==> src/rtl/smc_pkg.sv <==
package smc_pkg;

  typedef enum logic [1:0] {
    ST_ACTIVE = 2'd0,
    ST_SHIP   = 2'd1,
    ST_EXIT   = 2'd2
  } smc_state_t;

  // Combined wake condition for a selector value
  function automatic logic wake_cond(input logic [1:0] sel, input logic a, input logic b);
    case (sel)
      2'd0:    return a;
      2'd1:    return b;
      2'd2:    return a & b;
      default: return a | b;
    endcase
  endfunction

  // Number of reset-hold cycles for a programmed count (0 means 1)
  function automatic int unsigned hold_cycles(input int unsigned n);
    return (n == 0) ? 1 : n;
  endfunction

endpackage

==> src/rtl/smc_sync.sv <==
module smc_sync #(
  parameter int WIDTH  = 2,
  parameter int STAGES = 2
) (
  input  logic             clk,
  input  logic             rst_n,
  input  logic [WIDTH-1:0] d_async,
  output logic [WIDTH-1:0] q_sync
);
  for (genvar i = 0; i < WIDTH; i++) begin : g_bit
    logic [STAGES-1:0] chain;
    always_ff @(posedge clk or negedge rst_n) begin
      if (!rst_n) chain <= '0;
      else        chain <= {chain[STAGES-2:0], d_async[i]};
    end
    assign q_sync[i] = chain[STAGES-1];
  end
endmodule

==> src/rtl/smc_edge_detect.sv <==
module smc_edge_detect
  import smc_pkg::*;
(
  input  logic       clk,
  input  logic       rst_n,
  input  logic [1:0] sel,
  input  logic       a_sync,
  input  logic       b_sync,
  output logic       rise,
  output logic       fall
);
  logic cond, cond_q;

  assign cond = wake_cond(sel, a_sync, b_sync);

  always_ff @(posedge clk or negedge rst_n) begin
    if (!rst_n) cond_q <= 1'b0;
    else        cond_q <= cond;
  end

  assign rise = cond & ~cond_q;
  assign fall = ~cond & cond_q;
endmodule

==> src/rtl/smc_hold_timer.sv <==
module smc_hold_timer #(
  parameter int CNT_W = 3
) (
  input  logic             clk,
  input  logic             rst_n,
  input  logic             load,
  input  logic [CNT_W-1:0] load_val,
  output logic             done
);
  logic [CNT_W-1:0] cnt;

  always_ff @(posedge clk or negedge rst_n) begin
    if (!rst_n)          cnt <= '0;
    else if (load)       cnt <= load_val;
    else if (cnt != '0)  cnt <= cnt - 1'b1;
  end

  assign done = (cnt == '0);
endmodule

==> src/rtl/ship_mode_ctrl.sv <==
module ship_mode_ctrl
  import smc_pkg::*;
#(
  parameter int          DATA_W      = 32,
  parameter int          HOLD_W      = 3,
  parameter int          SYNC_STAGES = 2,
  parameter logic [15:0] MAGIC       = 16'hAAAA
) (
  input  logic              clk,
  input  logic              rst_n,
  input  logic              wr_en,
  input  logic [DATA_W-1:0] wr_data,
  output logic [DATA_W-1:0] rd_data,
  input  logic              pin_a,
  input  logic              pin_b,
  output logic              ship_active,
  output logic              reset_hold
);
  localparam int KEY_W   = 16;
  localparam int SEL_LSB = KEY_W;
  localparam int ENT_BIT = SEL_LSB + 2;
  localparam int HLD_LSB = ENT_BIT + 1;
  localparam int HLD_MSB = HLD_LSB + HOLD_W - 1;

  logic [1:0]        cfg_sel;
  logic              cfg_entry_en;
  logic [HOLD_W-1:0] cfg_hold;

  logic [1:0]  pins_sync;
  logic        wake_rise, wake_fall, magic_hit, hold_done, hold_load;
  smc_state_t  state, state_nx;

  // Configuration register
  always_ff @(posedge clk or negedge rst_n) begin
    if (!rst_n) begin
      cfg_sel      <= '0;
      cfg_entry_en <= 1'b0;
      cfg_hold     <= '0;
    end else if (wr_en) begin
      cfg_sel      <= wr_data[SEL_LSB+1:SEL_LSB];
      cfg_entry_en <= wr_data[ENT_BIT];
      cfg_hold     <= wr_data[HLD_MSB:HLD_LSB];
    end
  end

  always_comb begin
    rd_data                  = '0;
    rd_data[SEL_LSB+1:SEL_LSB] = cfg_sel;
    rd_data[ENT_BIT]         = cfg_entry_en;
    rd_data[HLD_MSB:HLD_LSB] = cfg_hold;
  end

  assign magic_hit = wr_en && (wr_data[KEY_W-1:0] == MAGIC);

  smc_sync #(.WIDTH(2), .STAGES(SYNC_STAGES)) u_sync (
    .clk     (clk),
    .rst_n   (rst_n),
    .d_async ({pin_b, pin_a}),
    .q_sync  (pins_sync)
  );

  smc_edge_detect u_edge (
    .clk    (clk),
    .rst_n  (rst_n),
    .sel    (cfg_sel),
    .a_sync (pins_sync[0]),
    .b_sync (pins_sync[1]),
    .rise   (wake_rise),
    .fall   (wake_fall)
  );

  // Loads hold_cycles(N)-1 so that EXIT lasts hold_cycles(N) cycles
  logic [HOLD_W-1:0] hold_init;
  assign hold_init = HOLD_W'(hold_cycles(int'(cfg_hold)) - 1);

  smc_hold_timer #(.CNT_W(HOLD_W)) u_timer (
    .clk      (clk),
    .rst_n    (rst_n),
    .load     (hold_load),
    .load_val (hold_init),
    .done     (hold_done)
  );

  always_comb begin
    state_nx  = state;
    hold_load = 1'b0;
    case (state)
      ST_ACTIVE: if (magic_hit || (cfg_entry_en && wake_fall)) state_nx = ST_SHIP;
      ST_SHIP:   if (wake_rise) begin
                   state_nx  = ST_EXIT;
                   hold_load = 1'b1;
                 end
      ST_EXIT:   if (hold_done) state_nx = ST_ACTIVE;
      default:   state_nx = ST_ACTIVE;
    endcase
  end

  always_ff @(posedge clk or negedge rst_n) begin
    if (!rst_n) state <= ST_ACTIVE;
    else        state <= state_nx;
  end

  assign ship_active = (state == ST_SHIP);
  assign reset_hold  = (state == ST_EXIT);

endmodule

==> config.mk <==
export PLATFORM = sky130hd
export DESIGN_NAME = ship_mode_ctrl
export DESIGN_NICKNAME = d
export VERILOG_FILES = /design/src/rtl/smc_pkg.sv /design/src/rtl/smc_sync.sv /design/src/rtl/smc_edge_detect.sv /design/src/rtl/smc_hold_timer.sv /design/src/rtl/ship_mode_ctrl.sv
export SDC_FILE = /design/constraint.sdc
export NUM_CORES = 1
export LEC_CHECK = 0
export BUFFER_PORTS_ARGS = -buffer_cell sky130_fd_sc_hd__buf_2
export CAP_MARGIN = 10
export CELL_PAD_IN_SITES_DETAIL_PLACEMENT = 0
export CELL_PAD_IN_SITES_GLOBAL_PLACEMENT = 1
export CORE_AREA = 2 2 60 62
export CTS_BUF_LIST = sky130_fd_sc_hd__clkbuf_8
export DETAILED_ROUTE_END_ITERATION = 10
export DIE_AREA = 0 0 62 64
export PLACE_DENSITY_LB_ADDON = 0.3
export SETUP_SLACK_MARGIN = 0.2
export SYNTH_ARGS = -nofsm -noshare
export SYNTH_HDL_FRONTEND = slang
export SYNTH_SLANG_ARGS = --single-unit
==> constraint.sdc <==
create_clock -name clk -period 3.3 [get_ports clk]
set_input_delay 0.495 -clock clk [delete_from_list [all_inputs] [get_ports clk]]
set_output_delay 0.495 -clock clk [all_outputs]
set_load 0.02 [all_outputs]
==> results of run 1 <==
## cells in the mapped netlist
master | n | share of area [%]
sky130_fd_sc_hd__buf_4 | 27 | 21
sky130_fd_sc_hd__dfrtp_1 | 16 | 42
sky130_fd_sc_hd__mux2_2 | 7 | 8.3
sky130_fd_sc_hd__o21ai_0 | 4 | 2.1
sky130_fd_sc_hd__inv_1 | 3 | 1.2
sky130_fd_sc_hd__nor2_1 | 3 | 1.2
sky130_fd_sc_hd__a21oi_1 | 2 | 1.1
sky130_fd_sc_hd__nor4bb_1 | 2 | 2.1
sky130_fd_sc_hd__a21o_2 | 1 | 0.93
sky130_fd_sc_hd__and2b_2 | 1 | 0.93
sky130_fd_sc_hd__and4b_1 | 1 | 1.1
sky130_fd_sc_hd__clkbuf_1 | 1 | 0.40
sky130_fd_sc_hd__conb_1 | 1 | 0.40
sky130_fd_sc_hd__ha_1 | 1 | 1.3
sky130_fd_sc_hd__mux2i_1 | 1 | 1.1
sky130_fd_sc_hd__nand2_2 | 1 | 0.66
sky130_fd_sc_hd__nand2b_1 | 1 | 0.66
sky130_fd_sc_hd__nand3b_1 | 1 | 0.79
sky130_fd_sc_hd__nand4_1 | 1 | 0.66
sky130_fd_sc_hd__nand4b_1 | 1 | 0.93
sky130_fd_sc_hd__nor3_1 | 1 | 0.53
sky130_fd_sc_hd__nor4_1 | 1 | 0.66
sky130_fd_sc_hd__o2111ai_4 | 1 | 2.8
sky130_fd_sc_hd__o211ai_1 | 1 | 0.79
sky130_fd_sc_hd__o21ai_2 | 1 | 0.93
sky130_fd_sc_hd__or2b_1 | 1 | 0.79
sky130_fd_sc_hd__or3_4 | 1 | 1.2
sky130_fd_sc_hd__xnor2_2 | 1 | 1.7
sky130_fd_sc_hd__xor2_1 | 1 | 0.93
## state kept, by name, indices dropped and copies added (netlist names)
| register | count |
|---|---|
| u_sync.g_bit.chain | 4 |
| u_edge.cond_q | 1 |
| cfg_entry_en | 1 |
| u_timer.cnt | 3 |
| cfg_sel | 2 |
| cfg_hold | 3 |
| state | 2 |
## layout make-up
type	instances	area [µm²]	share of cell area [%]
clock buffer	4	55.1	4.94
multi-input combinational	63	420	37.7
sequential	16	400	35.9
timing repair buffer	34	170	15.3
tap	46	57.6	5.16
inverter	3	11.3	1.01
## layer usage
layer / track usage (%) / vias up
met4: 4.79 / 0
met1: 10.8 / 304
li1: - / 307
met5: 0 / -
met3: 2.02 / 4
met2: 16.7 / 31
## through the flow
step,power [mW],utilization (%),setup WS [ns]
4_1_cts,0.696,33.9,1.17
5_1_grt,0.738,33.9,1.07
3_5_place_dp,0.520,32.3,1.20
3_3_place_gp,0.514,32.3,1.22
6_report,0.680,33.9,1.22
2_1_floorplan,0.479,-,1.27
## how the worst min path moves through the flow
| stage | slack (ns) | end | depth (start not counted) |
|---|---|---|---|
| after floorplan | 0.20 | cfg_entry_en | 0 |
| after global placement | 0.34 | u_sync.g_bit[0].chain[1] | 0 |
| after detailed placement | 0.34 | u_sync.g_bit[1].chain[1] | 0 |
| after CTS | 0.16 | cfg_sel[1] | 1 |
| after global routing | 0.17 | cfg_entry_en | 1 |
| final | 0.15 | cfg_hold[0] | 1 |
## power by group through the flow
| stage | Combinational [mW] | Clock (mW) | Sequential [mW] |
|---|---|---|---|
| after global placement | 0.238 | 0 | 0.276 |
| after detailed placement | 0.243 | 0 | 0.277 |
| after CTS | 0.244 | 0.179 | 0.274 |
| final | 0.238 | 0.170 | 0.273 |
| after global routing | 0.272 | 0.187 | 0.280 |
| after floorplan | 0.204 | 0 | 0.275 |
## cells by family (layout without fill, tap and decap cells)
kind of cell	count (synthesis)	count (layout)	synth area share, %
AOI/OAI and AO/OA	10	10	8.61
adders and majority gates	1	1	1.32
other	1	26	0.397
buffers and inverters	31	41	23.0
xor gates and xnor gates	2	2	2.65
muxes	8	8	9.40
and+or+nand+nor	16	16	12.2
DFF	16	16	42.4
## placed cells by master, fill, tap and decap left out, types with 2 or more instances in the layout
| cell | n |
|---|---|
| sky130_fd_sc_hd__inv_1 | 3 |
| sky130_fd_sc_hd__clkbuf_8 | 4 |
| sky130_fd_sc_hd__nor2_1 | 3 |
| sky130_fd_sc_hd__nor4bb_1 | 2 |
| sky130_fd_sc_hd__mux2_2 | 7 |
| sky130_fd_sc_hd__buf_2 | 34 |
| sky130_fd_sc_hd__a21oi_1 | 2 |
| sky130_fd_sc_hd__conb_1 | 26 |
| sky130_fd_sc_hd__o21ai_0 | 4 |
| sky130_fd_sc_hd__dfrtp_1 | 16 |
==> metrics.md, run 1 <==
| Metric | Value |
|---|---|
| Highest ir drop seen on vdd | `0.000277 V` |
| Number of vias per cell after detailed routing | `3.89` |
| Worst hold margin | `0.152 ns` |
| Sum of negative setup slack | `0 ns` |
| Number of top-level pins | `71` |
| Layout fillers | `354` |
| Met3 wire length | `101 µm` |
| NetSw | `231 µW` |
| Clk buf depth | `2` |
| Synth unique cells | `29` |
| Area of the core | `0.00328 mm²` |
| Post-detailed-route DRC marker count | `0` |
| Number of H-tree levels | `1` |
| Class of the most critical hold timing path | `in -> async` |
| Setup repair after global routing missed its margin | `no` |
| Uppermost layer routed | `met4` |
| Cell area after synthesis | `945 µm²` |
| Post-layout instance area | `0.00111 mm²` |
| Overall die height | `64 µm` |
| Total iterations of the first detailed-routing run | `3` |
| First-iteration detailed-routing DRC count | `1` |
| Avg Synthesized Cell Area | `11.1 µm²` |
| Placed cell area | `0.00106 mm²` |
| Clock Power Share | `25.0%` |
| Syn. warnings | `0` |
| Final HPWL DP | `1.30 mm` |
| Total gr overflow | `0` |
| Hold-fix buffers at CTS | `0` |
| Total wirelength of the detailed-routed design | `1.56 mm` |
| Time the worst path needs with I/O delays and setup | `2.08 ns` |
| Data arrival time at the worst-slack endpoint | `2.26 ns` |
| Initial core utilization | `28.8%` |
| TritonCTS sink count | `16` |
| Outcome | `completed` |
| Endpoints failing hold | `0` |
| Placed cell count | `162` |
| Final worst clock skew | `0.00157 ns` |
| Cell internal pwr | `449 µW` |
| Avg WL per Cell | `9.42 µm` |
| Fraction of power consumed by combinational cells | `35.0%` |
| Cells along the critical path | `and2b_2 -> o2111ai_4 -> or3_4 -> nand2_2 -> ha_1 -> o21ai_0 -> mux2_2 -> a21oi_1` |
| Worst path buffer plus inverter count | `0` |
| Largest net degree at the start of global routing | `17` |
| Post-synthesis to final-layout area growth | `18.0%` |
| Gate count of the mapped netlist | `85` |
| Count of nets left with antenna violations after detail routing | `0` |
| Sequential cell fraction of total power | `40.1%` |
| Startpoint Class | `flop` |
| Number of buffers added for setup after CTS | `0` |
| Capturing instance or port of the critical path | `u_timer.cnt[2]` |
| Routability-driven placement congestion ratio | `0.643` |
| Number of max-slew violations in the final report | `0` |
| Power Density | `610 mW/mm²` |
| R2R setup slack | `1.22 ns` |
| Longest individual stage delay on the worst path | `0.42 ns` |
| Number of gates given a new drive strength after cts | `0` |
| Wire length on met2 | `828 µm` |
| Leakage component of the power | `0.576 nW` |
| Critical path start-end classification | `reg -> reg` |
| Number of antenna violations at the first check in global routing | `0` |
| Met1 wire length | `601 µm` |
| Launch instance of the worst register-to-register path | `state[1]` |
| Post-layout nets | `159` |
| Final Instance Count excl. Fillers | `166` |
| Cell with the largest stage delay on the worst path | `sky130_fd_sc_hd__or3_4` |
| Number of cells on the critical path | `8` |
| Fraction of final layout cells sized beyond drive strength 1 | `43.3%` |
| Critical-path maximum fanout | `7` |
| Area of the die | `0.00397 mm²` |
| Kind of end point of the critical path | `flop` |
| Final setup violation count | `0` |
| Vias after detailed routing | `646` |
| Share of the clock period used by the worst path after layout | `63.0%` |
| End of the worst register-to-register path | `u_timer.cnt[2]` |
| Global-route wire length before repair | `2.86 mm` |
| Die outline width | `62 µm` |
| # rows | `21` |
| Worst Setup SP | `state[1]` |
| Data required time at the worst endpoint | `3.48 ns` |
| Cell depth of the worst flop-to-flop path | `8` |
| CTS tree | `done` |
| Maximum frequency from static timing analysis | `481 MHz` |
| Root Buffer | `sky130_fd_sc_hd__clkbuf_8` |
| Reg clk slew, reported paths | `0.06 ns` |
| Sequential fraction of the synthesis area | `42.4%` |
| Cell class contributing the biggest share of worst-path delay | `simple AND/OR/NAND/NOR gates` |
| Max-cap violations | `0` |
| Clock latency reported for the late side of the worst-skew pair | `0.25 ns` |
| Fraction of power spent switching nets | `33.9%` |
| Total of buffers placed on input and output ports | `34` |
| Antenna cells | `0` |
| Vias in the first global route | `681` |
| Global-route total usage across every layer | `9.69%` |
| Number of buffers created by CTS | `3` |
| Synthesis-stage register bit count | `16` |
Power figures use the tool's default switching activity.
==> run 2: changes to the inputs <==
--- a/config.mk
+++ b/config.mk
@@ -5,14 +5,15 @@
 export SDC_FILE = /design/constraint.sdc
 export NUM_CORES = 1
 export LEC_CHECK = 0
+export ABC_AREA = 1
 export BUFFER_PORTS_ARGS = -buffer_cell sky130_fd_sc_hd__buf_2
 export CAP_MARGIN = 10
 export CELL_PAD_IN_SITES_DETAIL_PLACEMENT = 0
 export CELL_PAD_IN_SITES_GLOBAL_PLACEMENT = 1
-export CORE_AREA = 2 2 60 62
+export CORE_AREA = 2 2 65 67
 export CTS_BUF_LIST = sky130_fd_sc_hd__clkbuf_8
 export DETAILED_ROUTE_END_ITERATION = 10
-export DIE_AREA = 0 0 62 64
+export DIE_AREA = 0 0 67 69
 export PLACE_DENSITY_LB_ADDON = 0.3
 export SETUP_SLACK_MARGIN = 0.2
 export SYNTH_ARGS = -nofsm -noshare
==> constraint.sdc (replaced) <==
create_clock -name clk -period 1.8 [get_ports clk]
set_input_delay 0.27 -clock clk [delete_from_list [all_inputs] [get_ports clk]]
set_output_delay 0.27 -clock clk [all_outputs]
set_load 0.02 [all_outputs]
==> metrics.md, run 2 <==
| Metric | Value |
|---|---|
| Final HPWL DP | `1.41 mm (+8.5%)` |
| Area of the die | `0.00462 mm² (+17%)` |
| Synth unique cells | `26 (-10%)` |
| Share of cell area taken by muxes after synthesis | `4.55% (-4.9 points)` |
| Post-synthesis to final-layout area growth | `20.3%` |
| Maximum frequency from static timing analysis | `687 MHz (+43%)` |
| Post-layout nets | `187 (+18%)` |
| Number of buffers created by CTS | `3 (unchanged)` |
| Vias in the first global route | `634 (-6.9%)` |
| Count leader, synth | `sky130_fd_sc_hd__buf_4` |
| Most frequently used flop master after synthesis | `sky130_fd_sc_hd__dfrtp_1` |
| Antenna cells | `0 (unchanged)` |
| Root Buffer | `sky130_fd_sc_hd__clkbuf_8` |
| Total iterations of the first detailed-routing run | `2 (-1)` |
| Area of the core | `0.00391 mm² (+19%)` |
| Largest register FFs | `4 (unchanged)` |
| Leakage component of the power | `0.652 nW (+13%)` |
| Biggest area contributors in the synthesized netlist | `sky130_fd_sc_hd__dfrtp_1 (40%), sky130_fd_sc_hd__buf_4 (20%), sky130_fd_sc_hd__nand2_1 (5.7%)` |
| Data required time at the worst endpoint | `1.99 ns (-1.49 ns)` |
| Outcome | `completed` |
| Post-detailed-route DRC marker count | `0 (unchanged)` |
| Max-cap violations | `0 (unchanged)` |
| Count of nets left with antenna violations after detail routing | `0 (unchanged)` |
| CTS tree | `done` |
| Layout fillers | `424 (+20%)` |
| Simple-gate share of the synthesized area | `22.2% (+10 points)` |
| Time the worst path needs with I/O delays and setup | `1.46 ns (-0.624 ns)` |
| Overall power consumption | `1.38 mW (+100%)` |
| Parity-gate share of the synthesized area counting xor and xnor cells | `0% (-2.6 points)` |
| Critical path start-end classification | `reg -> reg` |
| Power Density | `1160 mW/mm² (+90%)` |
| Critical-path maximum fanout | `5 (-2)` |
| Routability-driven placement congestion ratio | `0.695 (+8.1%)` |
| Startpoint Class | `flop` |
| Setup repair after global routing missed its margin | `no` |
| Total wirelength of the detailed-routed design | `1.73 mm (+11%)` |
| End of the worst register-to-register path | `u_timer.cnt[2]` |
| Most common cell after layout, fill and taps aside | `sky130_fd_sc_hd__buf_2` |
| Avg Synthesized Cell Area | `9.01 µm² (-19%)` |
| Register name with the most flops | `u_sync.g_bit.chain` |
| Multi-input logic area | `423 µm² (+0.60%)` |
| R2R setup slack | `0.34 ns (-0.88 ns)` |
| Initial core utilization | `25.3% (-3.4 points)` |
| Total of buffers placed on input and output ports | `34 (unchanged)` |
| Global-route wire length before repair | `2.70 mm (-5.6%)` |
| Endpoints failing hold | `0 (unchanged)` |
| Largest net degree at the start of global routing | `17 (unchanged)` |
| Number of antenna violations at the first check in global routing | `0 (unchanged)` |
| Worst Setup SP | `cfg_sel[0]` |
| First-iteration detailed-routing DRC count | `5 (+4)` |
| Fraction of the mapped netlist area in compound gates | `4.55% (-4.1 points)` |
| Highest-count cells in the layout ignoring fill and taps | `sky130_fd_sc_hd__buf_2 (34), sky130_fd_sc_hd__conb_1 (26), sky130_fd_sc_hd__dfrtp_1 (16), sky130_fd_sc_hd__nand2_1 (14), sky130_fd_sc_hd__inv_1 (12)` |
| Largest family of logic cells by synthesized area | `buffers and inverters` |
| # rows | `23 (+9.5%)` |
| Number of H-tree levels | `1 (unchanged)` |
| Number of max-slew violations in the final report | `0 (unchanged)` |
| Total gr overflow | `0 (unchanged)` |
| Global-route total usage across every layer | `7.63% (-2.1 points)` |
| Launch instance of the worst register-to-register path | `cfg_sel[0]` |
| Share of the clock period used by the worst path after layout | `80.9% (+18 points)` |
| Fraction of final layout cells sized beyond drive strength 1 | `39.2% (-4.1 points)` |
| Reg clk slew, reported paths | `0.06 ns (about the same)` |
| TritonCTS sink count | `16 (unchanged)` |
| Vias after detailed routing | `732 (+13%)` |
| Commonest cells in the netlist | `sky130_fd_sc_hd__buf_4 (27), sky130_fd_sc_hd__dfrtp_1 (16), sky130_fd_sc_hd__nand2_1 (15), sky130_fd_sc_hd__inv_1 (12)` |
| Kind of end point of the critical path | `flop` |
| Post-synth top area share | `40.4% (-2.0 points)` |
| Gate count of the mapped netlist | `110 (+29%)` |
| Final worst clock skew | `0.00452 ns (+0.00295 ns)` |
| Synthesis-stage register bit count | `16 (unchanged)` |
| Sum of negative setup slack | `0 ns (unchanged)` |
| Number of vias per cell after detailed routing | `3.70 (-5.0%)` |
| Final setup violation count | `0 (unchanged)` |
| Top flop regs | `u_sync.g_bit.chain: 4 flops, cfg_hold: 3 flops, u_timer.cnt: 3 flops` |
| Overall die height | `69 µm (+7.8%)` |
| Cell area after synthesis | `991 µm² (+4.9%)` |
| Highest ir drop seen on vdd | `0.000590 V (+110%)` |
| Clock latency reported for the late side of the worst-skew pair | `0.25 ns (about the same)` |
| Fraction of synthesis flops using an asynchronous set or reset pin | `100% (unchanged)` |
| Clk buf depth | `2 (unchanged)` |
| Sequential fraction of the synthesis area | `40.4% (-2.0 points)` |
| Post-synthesis adder-cell area fraction | `1.26% (-0.062 points)` |
| FF/Latch Area | `400 µm² (unchanged)` |
| Post-synth EDFFs | `0 (unchanged)` |
| Cell depth of the worst flop-to-flop path | `10 (+2)` |
| Avg WL per Cell | `8.75 µm (-7.2%)` |
| Cell type with the largest total area after synthesis | `sky130_fd_sc_hd__dfrtp_1` |
| Number of top-level pins | `71 (unchanged)` |
| Capturing instance or port of the critical path | `u_timer.cnt[2]` |
| Class of the most critical hold timing path | `in -> reg` |
| Syn. warnings | `0 (unchanged)` |
| Die outline width | `67 µm (+8.1%)` |
| Data arrival time at the worst-slack endpoint | `1.64 ns (-0.62 ns)` |
-- run 2: cell types whose count changed after synthesis, moves of 3 or more --
cell                      before  now
sky130_fd_sc_hd__nand2_1       0   15
sky130_fd_sc_hd__inv_1         3   12
sky130_fd_sc_hd__nand3_1       0    4
sky130_fd_sc_hd__mux2_2        7    4
sky130_fd_sc_hd__nor3_1        1    4
-- run 2: area by class of cell --
| class | instances | share of cell area (%) |
|---|---|---|
| multi-input combinational | 76 | 35.5 |
| sequential | 16 | 33.6 |
| timing repair buffer | 37 | 16.4 |
| tap | 50 | 5.25 |
| inverter | 15 | 4.72 |
| clock buffer | 4 | 4.62 |
-- run 2: through the flow --
stage | utilization (%) | setup WS [ns] | hold slack, ns | instances | cell area [µm²]
global placement | 28.4 | 0.317 | 0.201 | 191 | 1110
CTS | 30.0 | 0.288 | 0.118 | 196 | 1170
detailed placement | 28.4 | 0.293 | 0.205 | 191 | 1110
global route | 30.5 | 0.212 | 0.117 | 198 | 1190
floorplan | - | 0.311 | -0.0256 | 135 | 1080
finish | 30.5 | 0.344 | 0.126 | 198 | 1190
-- run 2: cells by family after synthesis --
logic type / Yosys count
DFF: 16
and+or+nand+nor: 38
buffers and inverters: 43
adders and majority gates: 1
AOI/OAI and AO/OA: 7
muxes: 4
other: 1
-- run 2: timing repair --
action | 4_1_cts | 5_1_grt
resized for setup | 0 | 1
buffers inserted | 0 | 2
setup endpoints to repair | 0 | 1
endpoints found under the hold margin | 16 | 0
hold buffers | 1 | 0
-- run 2: power breakdown --
part	total (mW)	leakage, nW	internal, mW	switching [mW]
sequential	0.510	0.192	0.439	0.0706
combinational	0.556	0.432	0.212	0.344
clock	0.315	0.0288	0.194	0.121
total	1.38	0.652	0.845	0.536
-- run 2: how the worst min path moves through the flow --
stage | to | slack [ns] | cells after the start | start
final | u_sync.g_bit[0].chain[0] | 0.13 | 1 | pin_a
after global routing | u_sync.g_bit[1].chain[0] | 0.12 | 1 | pin_b
after CTS | u_sync.g_bit[0].chain[0] | 0.12 | 1 | pin_a
after detailed placement | u_timer.cnt[1] | 0.21 | 1 | rst_n
after global placement | u_timer.cnt[0] | 0.20 | 1 | rst_n
after floorplan | cfg_entry_en | -0.03 | 0 | rst_n
-- run 2: worst max-delay path, stage by stage, from the launching register on --
cell,delay (ns)
sky130_fd_sc_hd__dfrtp_1,0.41
sky130_fd_sc_hd__nor2_2,0.12
sky130_fd_sc_hd__nand2_2,0.08
sky130_fd_sc_hd__nand2_4,0.10
sky130_fd_sc_hd__nand3_4,0.09
sky130_fd_sc_hd__o21ai_1,0.12
sky130_fd_sc_hd__inv_1,0.05
sky130_fd_sc_hd__ha_1,0.20
sky130_fd_sc_hd__inv_1,0.06
sky130_fd_sc_hd__nand2_1,0.06
sky130_fd_sc_hd__a21oi_2,0.10
-- run 2: routing by layer --
metal	vias up	global-route usage (%)	part of all wire, %
met5	-	0	0
met4	0	4.76	2.5
met3	5	1.47	11
met2	43	11.1	41
met1	318	10.2	46
li1	366	-	-
